`src/rtl/ets_pkg.sv`:
```
package ets_pkg;
  localparam int N_MIN     = 4;  // two-cycle pulse needs headroom in the interval
  localparam int EDGE_RISE = 0;
  localparam int EDGE_FALL = 1;
  localparam int NUM_EDGES = 2;
endpackage

```
`src/rtl/ets_edge_sync.sv`:
```
module ets_edge_sync #(
  parameter int STAGES = 2
) (
  input  logic clk_i,
  input  logic rst_ni,
  input  logic sig_i,
  output logic rise_o
);
  logic [STAGES:0] sh_q;

  always_ff @(posedge clk_i or negedge rst_ni) begin
    if (!rst_ni) sh_q <= '0;
    else         sh_q <= {sh_q[STAGES-1:0], sig_i};
  end

  assign rise_o = sh_q[STAGES-1] & ~sh_q[STAGES];
endmodule

```
`src/rtl/ets_interval.sv`:
```
module ets_interval #(
  parameter int N_W   = 4,
  parameter int N_MIN = 4
) (
  input  logic           clk_i,
  input  logic           rst_ni,
  input  logic           clr_i,
  input  logic           rise_i,
  input  logic [N_W-1:0] n_i,
  output logic           p_rise_o,
  output logic           p_fall_o
);
  localparam logic [N_W-1:0] N_MIN_V = N_W'(N_MIN);

  logic [N_W-1:0] n_eff, cnt_q;
  logic           pulse_q, wrap;

  assign n_eff    = (n_i < N_MIN_V) ? N_MIN_V : n_i;
  assign wrap     = (cnt_q == n_eff - N_W'(1));
  assign p_rise_o = rise_i & wrap;
  // pulse spans two input cycles: ends on the second edge after wrap
  assign p_fall_o = rise_i & pulse_q & (cnt_q == N_W'(1));

  always_ff @(posedge clk_i or negedge rst_ni) begin
    if (!rst_ni) begin
      cnt_q   <= '0;
      pulse_q <= 1'b0;
    end else if (clr_i) begin
      cnt_q   <= '0;
      pulse_q <= 1'b0;
    end else if (rise_i) begin
      cnt_q   <= wrap ? '0 : cnt_q + N_W'(1);
      pulse_q <= wrap | (pulse_q & (cnt_q == '0));
    end
  end
endmodule

```
`src/rtl/ets_sweep.sv`:
```
module ets_sweep #(
  parameter int PT_W  = 8,
  parameter int M_W   = 8,
  parameter int DLY_W = 16
) (
  input  logic             clk_i,
  input  logic             rst_ni,
  input  logic             clr_i,
  input  logic             step_i,
  input  logic [PT_W-1:0]  pts_i,
  input  logic [M_W-1:0]   m_i,
  output logic [DLY_W-1:0] dly_o,
  output logic [PT_W-1:0]  idx_o
);
  logic [DLY_W-1:0] dly_q;
  logic [PT_W-1:0]  idx_q;
  logic             last;

  assign last = (pts_i <= PT_W'(1)) || (idx_q == pts_i - PT_W'(1));

  // advances on the pulse fall, so the value is stable for the next pulse
  always_ff @(posedge clk_i or negedge rst_ni) begin
    if (!rst_ni) begin
      dly_q <= '0;
      idx_q <= '0;
    end else if (clr_i) begin
      dly_q <= '0;
      idx_q <= '0;
    end else if (step_i) begin
      if (last) begin
        dly_q <= '0;
        idx_q <= '0;
      end else begin
        dly_q <= dly_q + DLY_W'(m_i);
        idx_q <= idx_q + PT_W'(1);
      end
    end
  end

  assign dly_o = dly_q;
  assign idx_o = idx_q;
endmodule

```
`src/rtl/ets_edge_delay.sv`:
```
module ets_edge_delay #(
  parameter int DLY_W = 16
) (
  input  logic             clk_i,
  input  logic             rst_ni,
  input  logic             clr_i,
  input  logic             ev_i,
  input  logic [DLY_W-1:0] dly_i,
  output logic             fire_o
);
  logic [DLY_W-1:0] cnt_q;
  logic             busy_q, fire_q;

  always_ff @(posedge clk_i or negedge rst_ni) begin
    if (!rst_ni) begin
      cnt_q  <= '0;
      busy_q <= 1'b0;
      fire_q <= 1'b0;
    end else if (clr_i) begin
      cnt_q  <= '0;
      busy_q <= 1'b0;
      fire_q <= 1'b0;
    end else begin
      fire_q <= 1'b0;
      if (ev_i) begin
        cnt_q  <= dly_i;
        busy_q <= 1'b1;
      end else if (busy_q) begin
        if (cnt_q == '0) begin
          fire_q <= 1'b1;
          busy_q <= 1'b0;
        end else begin
          cnt_q <= cnt_q - DLY_W'(1);
        end
      end
    end
  end

  assign fire_o = fire_q;
endmodule

```
`src/rtl/ets_sampler.sv`:
```
module ets_sampler
  import ets_pkg::*;
#(
  parameter int N_W         = 4,
  parameter int PT_W        = 8,
  parameter int M_W         = 8,
  parameter int SYNC_STAGES = 2
) (
  input  logic            clk_i,
  input  logic            rst_ni,
  input  logic            sig_i,
  input  logic            en_ni,
  input  logic [N_W-1:0]  n_i,
  input  logic [PT_W-1:0] pts_i,
  input  logic [M_W-1:0]  m_i,
  output logic            strobe_o,
  output logic            valid_o,
  output logic [PT_W-1:0] idx_o
);
  localparam int DLY_W = PT_W + M_W;

  logic                 clr, in_rise, p_rise, p_fall;
  logic [DLY_W-1:0]     dly;
  logic [PT_W-1:0]      sw_idx, pend_idx_q;
  logic [NUM_EDGES-1:0] ev, fire;
  logic                 strobe_q, valid_q;
  logic [PT_W-1:0]      idx_q;

  assign clr = en_ni;

  ets_edge_sync #(.STAGES(SYNC_STAGES)) i_sync (
    .clk_i  (clk_i),
    .rst_ni (rst_ni),
    .sig_i  (sig_i),
    .rise_o (in_rise)
  );

  ets_interval #(.N_W(N_W), .N_MIN(N_MIN)) i_interval (
    .clk_i    (clk_i),
    .rst_ni   (rst_ni),
    .clr_i    (clr),
    .rise_i   (in_rise),
    .n_i      (n_i),
    .p_rise_o (p_rise),
    .p_fall_o (p_fall)
  );

  ets_sweep #(.PT_W(PT_W), .M_W(M_W), .DLY_W(DLY_W)) i_sweep (
    .clk_i  (clk_i),
    .rst_ni (rst_ni),
    .clr_i  (clr),
    .step_i (p_fall),
    .pts_i  (pts_i),
    .m_i    (m_i),
    .dly_o  (dly),
    .idx_o  (sw_idx)
  );

  assign ev[EDGE_RISE] = p_rise;
  assign ev[EDGE_FALL] = p_fall;

  // one delay counter per pulse edge, both loaded with the same delay
  for (genvar g = 0; g < NUM_EDGES; g++) begin : g_edge
    ets_edge_delay #(.DLY_W(DLY_W)) i_dly (
      .clk_i  (clk_i),
      .rst_ni (rst_ni),
      .clr_i  (clr),
      .ev_i   (ev[g]),
      .dly_i  (dly),
      .fire_o (fire[g])
    );
  end

  always_ff @(posedge clk_i or negedge rst_ni) begin
    if (!rst_ni) begin
      pend_idx_q <= '0;
      strobe_q   <= 1'b0;
      valid_q    <= 1'b0;
      idx_q      <= '0;
    end else if (clr) begin
      pend_idx_q <= '0;
      strobe_q   <= 1'b0;
      valid_q    <= 1'b0;
      idx_q      <= '0;
    end else begin
      valid_q <= 1'b0;
      if (p_rise) pend_idx_q <= sw_idx;
      if (fire[EDGE_RISE]) begin
        strobe_q <= 1'b1;
        valid_q  <= 1'b1;
        idx_q    <= pend_idx_q;
      end else if (fire[EDGE_FALL]) begin
        strobe_q <= 1'b0;
      end
    end
  end

  assign strobe_o = strobe_q;
  assign valid_o  = valid_q;
  assign idx_o    = idx_q;
endmodule

```
`config.mk`:
```
export PLATFORM = sky130hd
export DESIGN_NAME = ets_sampler
export DESIGN_NICKNAME = d
export VERILOG_FILES = /design/src/rtl/ets_pkg.sv /design/src/rtl/ets_edge_sync.sv /design/src/rtl/ets_interval.sv /design/src/rtl/ets_sweep.sv /design/src/rtl/ets_edge_delay.sv /design/src/rtl/ets_sampler.sv
export SDC_FILE = /design/constraint.sdc
export NUM_CORES = 1
export LEC_CHECK = 0
export BUFFER_PORTS_ARGS = -buffer_cell sky130_fd_sc_hd__buf_2
export CORE_MARGIN = 5
export CORE_UTILIZATION = 45
export CTS_BUF_LIST = sky130_fd_sc_hd__clkbuf_8
export CTS_CLUSTER_DIAMETER = 120
export DETAILED_ROUTE_END_ITERATION = 16
export SLEW_MARGIN = 40
export SYNTH_ARGS = -nofsm -noshare
export SYNTH_HDL_FRONTEND = slang
export SYNTH_SLANG_ARGS = --single-unit
```
`constraint.sdc`:
```
create_clock -name clk_i -period 2.4 [get_ports clk_i]
set_input_delay 0.36 -clock clk_i [delete_from_list [all_inputs] [get_ports clk_i]]
set_output_delay 0.36 -clock clk_i [all_outputs]
set_load 0.05 [all_outputs]
```
==> impl_metrics.ini <==
[status]
status = complete, no violations

[sta]
slew_viol_final = 0
period_minus_slack_ns = 2.241
clock_skew_ns = 0.01060
finalSetupTns_ns = 0
finalHoldViolCount = 0
fmax_mhz = 446.2
fin_crit_sh_pct = 93.38
rsz0062_at_grt = true
worst_pin_slew_ns = 0.5379
relSlewSlack_pct = 63.22
setup_violations = 0

[setup_path]
critical_path.max_fanout = 6
cp.depth = 8
reg2regPathDepth = 8
cp.required_ns = 2.67
cp_top_family = compound AO/OA/AOI/OAI gates
path_cells = ha_1 > fa_1 > a21o_1 > a41oi_1 > a31oi_2 > a21oi_1 > nand2_1 > a31oi_1
cp.arrival_ns = 2.51
slowest_stage = fa_1
r2r-end = i_sweep.dly_o[12]$_DFFE_PN0P_
worst-setup-path-type = register to register
cp_num_buf_inv = 0
regToRegStartpoint = i_sweep.dly_o[0]$_DFFE_PN0P_
setup.worst_path.start_class = register
cpPeakStageDelay_ns = 0.42
endpoint_kind = register
reg2reg_slack_ns = 0.16

[detailed_routing]
vias_per_cell = 5.717
dr_wl_met3_um = 426
route.detailed.drc = 0
wl_per_cell_um = 16.44
met2_length_um = 5169
vias = 4019
met1_length_um = 5784
ant_nets = 0
highest_layer = met4
first_iter_violations = 185
totalWireLength_um = 11550
dr.pass1.iters = 5

[synthesis]
synth_flop_cell = dfrtp_1
synthCells = 521
async_reset_ff_share_pct = 100.0
yosysSeqAreaShare_pct = 43.50
syn_avg_cell_area_um2 = 9.496
yosysUniqueCellTypes = 56
yosys-top-cells-count = 86 x dfrtp_1, 73 x nor2_1, 46 x nand2_1, 26 x xnor2_1, 24 x a211oi_1
synth_seq_cells = 86
yosysMostFrequentCell = dfrtp_1
yosysTopAreaCell = dfrtp_1
syn_area_mm2 = 0.004947
synth_top_area_share_pct = 43.50
yosys-top-cells-area = dfrtp_1 44%, nor2_1 5.5%, ha_1 4.8%
synth_fp_nets = 565
synth_edf_count = 0
yosys_warnings = 0

[finish]
multi_input_area_mm2 = 0.002680
nNetsFinal = 602
areaGrowthSynthToFinish_pct = 12.52
seq_area_mm2 = 0.002152
drive_gt1_share_pct = 13.85
design_area_mm2 = 0.005567
diodes = 0
n_fill_cell = 986

[global_routing]
grt_pass1_wl_um = 19800
grt_pass1_vias = 4003
grt_max_degree = 56
antenna_found_initial = 0
grt_usage_pct = 18.52
gr-total-overflow = 0

[clocking]
post_cts_buffers = 0
clk_pin_slew_ns = 0.09
clkSinkCount = 86
htree_levels = 3
cts_buffer_depth = 2
cts_root_buf = clkbuf_8
cts_inserted_buffers = 9
insertion_delay_ns = 0.36
cts_tree = yes

[die]
start_util_pct = 45.84
floorplan.die_area_mm2 = 0.01319
die_h_um = 114.9
core.rowCount = 38
ioPinCount = 34
coreArea_mm2 = 0.01079
die_w_um = 114.9

[worst_hold_path]
whs_path_depth = 1
hp-start = sig_i
hp-class = primary input to register
worstHoldEndpoint = i_sync.sh_q[0]$_DFF_PN0_

[place]
portBuffers = 33
dp_hpwl_um = 8221
placed_cell_area_mm2 = 0.005329
gp_congestion = 0.8196

[pwr]
power_leakage_nw = 2.621
irDropWorstVdd_mv = 0.3298
power.density_mw_per_mm2 = 496.9

[job]
maxCapViolations = 0
layout by cell type, fill, tap and decap left out, types with 4 or more instances in the layout:
cell,count
xnor2_1,26
nor4_1,5
dfrtp_1,86
a21oi_1,15
nand4_1,9
clkbuf_8,9
nand3b_1,4
a211oi_1,22
o21ai_0,15
a22o_1,4
nor2b_1,4
nand2_1,46
a211oi_2,4
nor2_1,73
nand3_1,9
xor2_1,20
ha_1,19
mux2i_1,21
and3_1,7
a21o_1,4
nor3_1,12
a41oi_1,5
or3_1,4
inv_1,13
nand2b_1,6
a311oi_1,5
a31oi_1,19
buf_2,32
buf_4,13
cell type report:
type / count / area share [%]
clock buffer: 9 / 2.225
clock inverter: 7 / 1.416
inverter: 13 / 0.8766
multi-input combinational: 400 / 48.15
sequential: 86 / 38.66
tap: 140 / 3.147
timing repair buffer: 48 / 5.529
worst register-to-register path, stage by stage (launching register included):
cell and delay (ns):
dfrtp_1 0.40, ha_1 0.23, fa_1 0.42, a21o_1 0.19, a41oi_1 0.30, a31oi_2 0.21, a21oi_1 0.18, nand2_1 0.07
a31oi_1 0.17
how the worst max path moves through the flow:
stage | start | end | slack (ns)
global route | i_sweep.dly_o[0]$_DFFE_PN0P_ | i_sweep.dly_o[12]$_DFFE_PN0P_ | -0.007
floorplan | g_edge[1].i_dly.cnt_q[12]$_DFFE_PN0P_ | g_edge[1].i_dly.cnt_q[12]$_DFFE_PN0P_ | 0.30
finish | i_sweep.dly_o[0]$_DFFE_PN0P_ | i_sweep.dly_o[12]$_DFFE_PN0P_ | 0.16
CTS | g_edge[1].i_dly.cnt_q[12]$_DFFE_PN0P_ | g_edge[1].i_dly.cnt_q[12]$_DFFE_PN0P_ | 0.09
global placement | m_i[0] | i_sweep.dly_o[12]$_DFFE_PN0P_ | 0.15
detailed placement | m_i[0] | i_sweep.dly_o[12]$_DFFE_PN0P_ | 0.07
sequential cells by signal, indices dropped and copies added, names as in the netlist:
register,count
i_sweep.idx_o,8
pend_idx_q,8
g_edge.i_dly.fire_o,2
i_interval.pulse_q,1
g_edge.i_dly.cnt_q,32
strobe_o,1
valid_o,1
i_sweep.dly_o,16
idx_o,8
i_interval.cnt_q,4
g_edge.i_dly.busy_q,2
i_sync.sh_q,3
metal layers:
| metal | up-vias | GRT usage [%] |
|---|---|---|
| li1 | 1958 | - |
| met1 | 1972 | 27.75 |
| met2 | 74 | 27.93 |
| met3 | 15 | 2.421 |
| met4 | 0 | 5.712 |
| met5 | - | 0 |
cells by family (layout without fill, tap and decap cells):
kind of cell | after synthesis | after routing | synth area share [%]
flip-flops | 86 | 86 | 43.50
AO/OA/AOI/OAI | 116 | 116 | 16.59
XOR/XNOR | 46 | 46 | 8.144
AND/OR/NAND/NOR | 197 | 197 | 19.47
buffers and inverters | 35 | 77 | 2.833
multiplexers | 21 | 21 | 4.249
adder cells (fa/ha/maj) | 20 | 20 | 5.210
what timing repair did:
action,4_1_cts,5_1_grt
endpoints found under the setup margin,0,3
endpoints found under the hold margin,31,0
hold buffers,1,0
gates resized for setup,0,4
metrics by stage:
| stage | power [mW] | setup WS (ns) | hold WS [ns] | utilization, % | cells |
|---|---|---|---|---|---|
| 3_3_place_gp | 1.731 | 0.1511 | 0.3301 | 49.37 | 686 |
| 2_1_floorplan | 1.633 | 0.2952 | 0.06441 | - | 521 |
| 6_report | 2.766 | 0.1588 | 0.1093 | 51.58 | 703 |
| 3_5_place_dp | 1.734 | 0.07271 | 0.3313 | 49.37 | 686 |
| 4_1_cts | 2.790 | 0.08809 | 0.09884 | 51.34 | 703 |
| 5_1_grt | 2.896 | -0.006521 | 0.1006 | 51.58 | 703 |
where the power goes:
part	switching [mW]	internal, mW	leakage, nW
registers	0.0125	1.46	1.19
clock network	0.568	0.492	0.0929
logic	0.149	0.0846	1.33
Note: power is estimated with default switching activity, not from simulation.
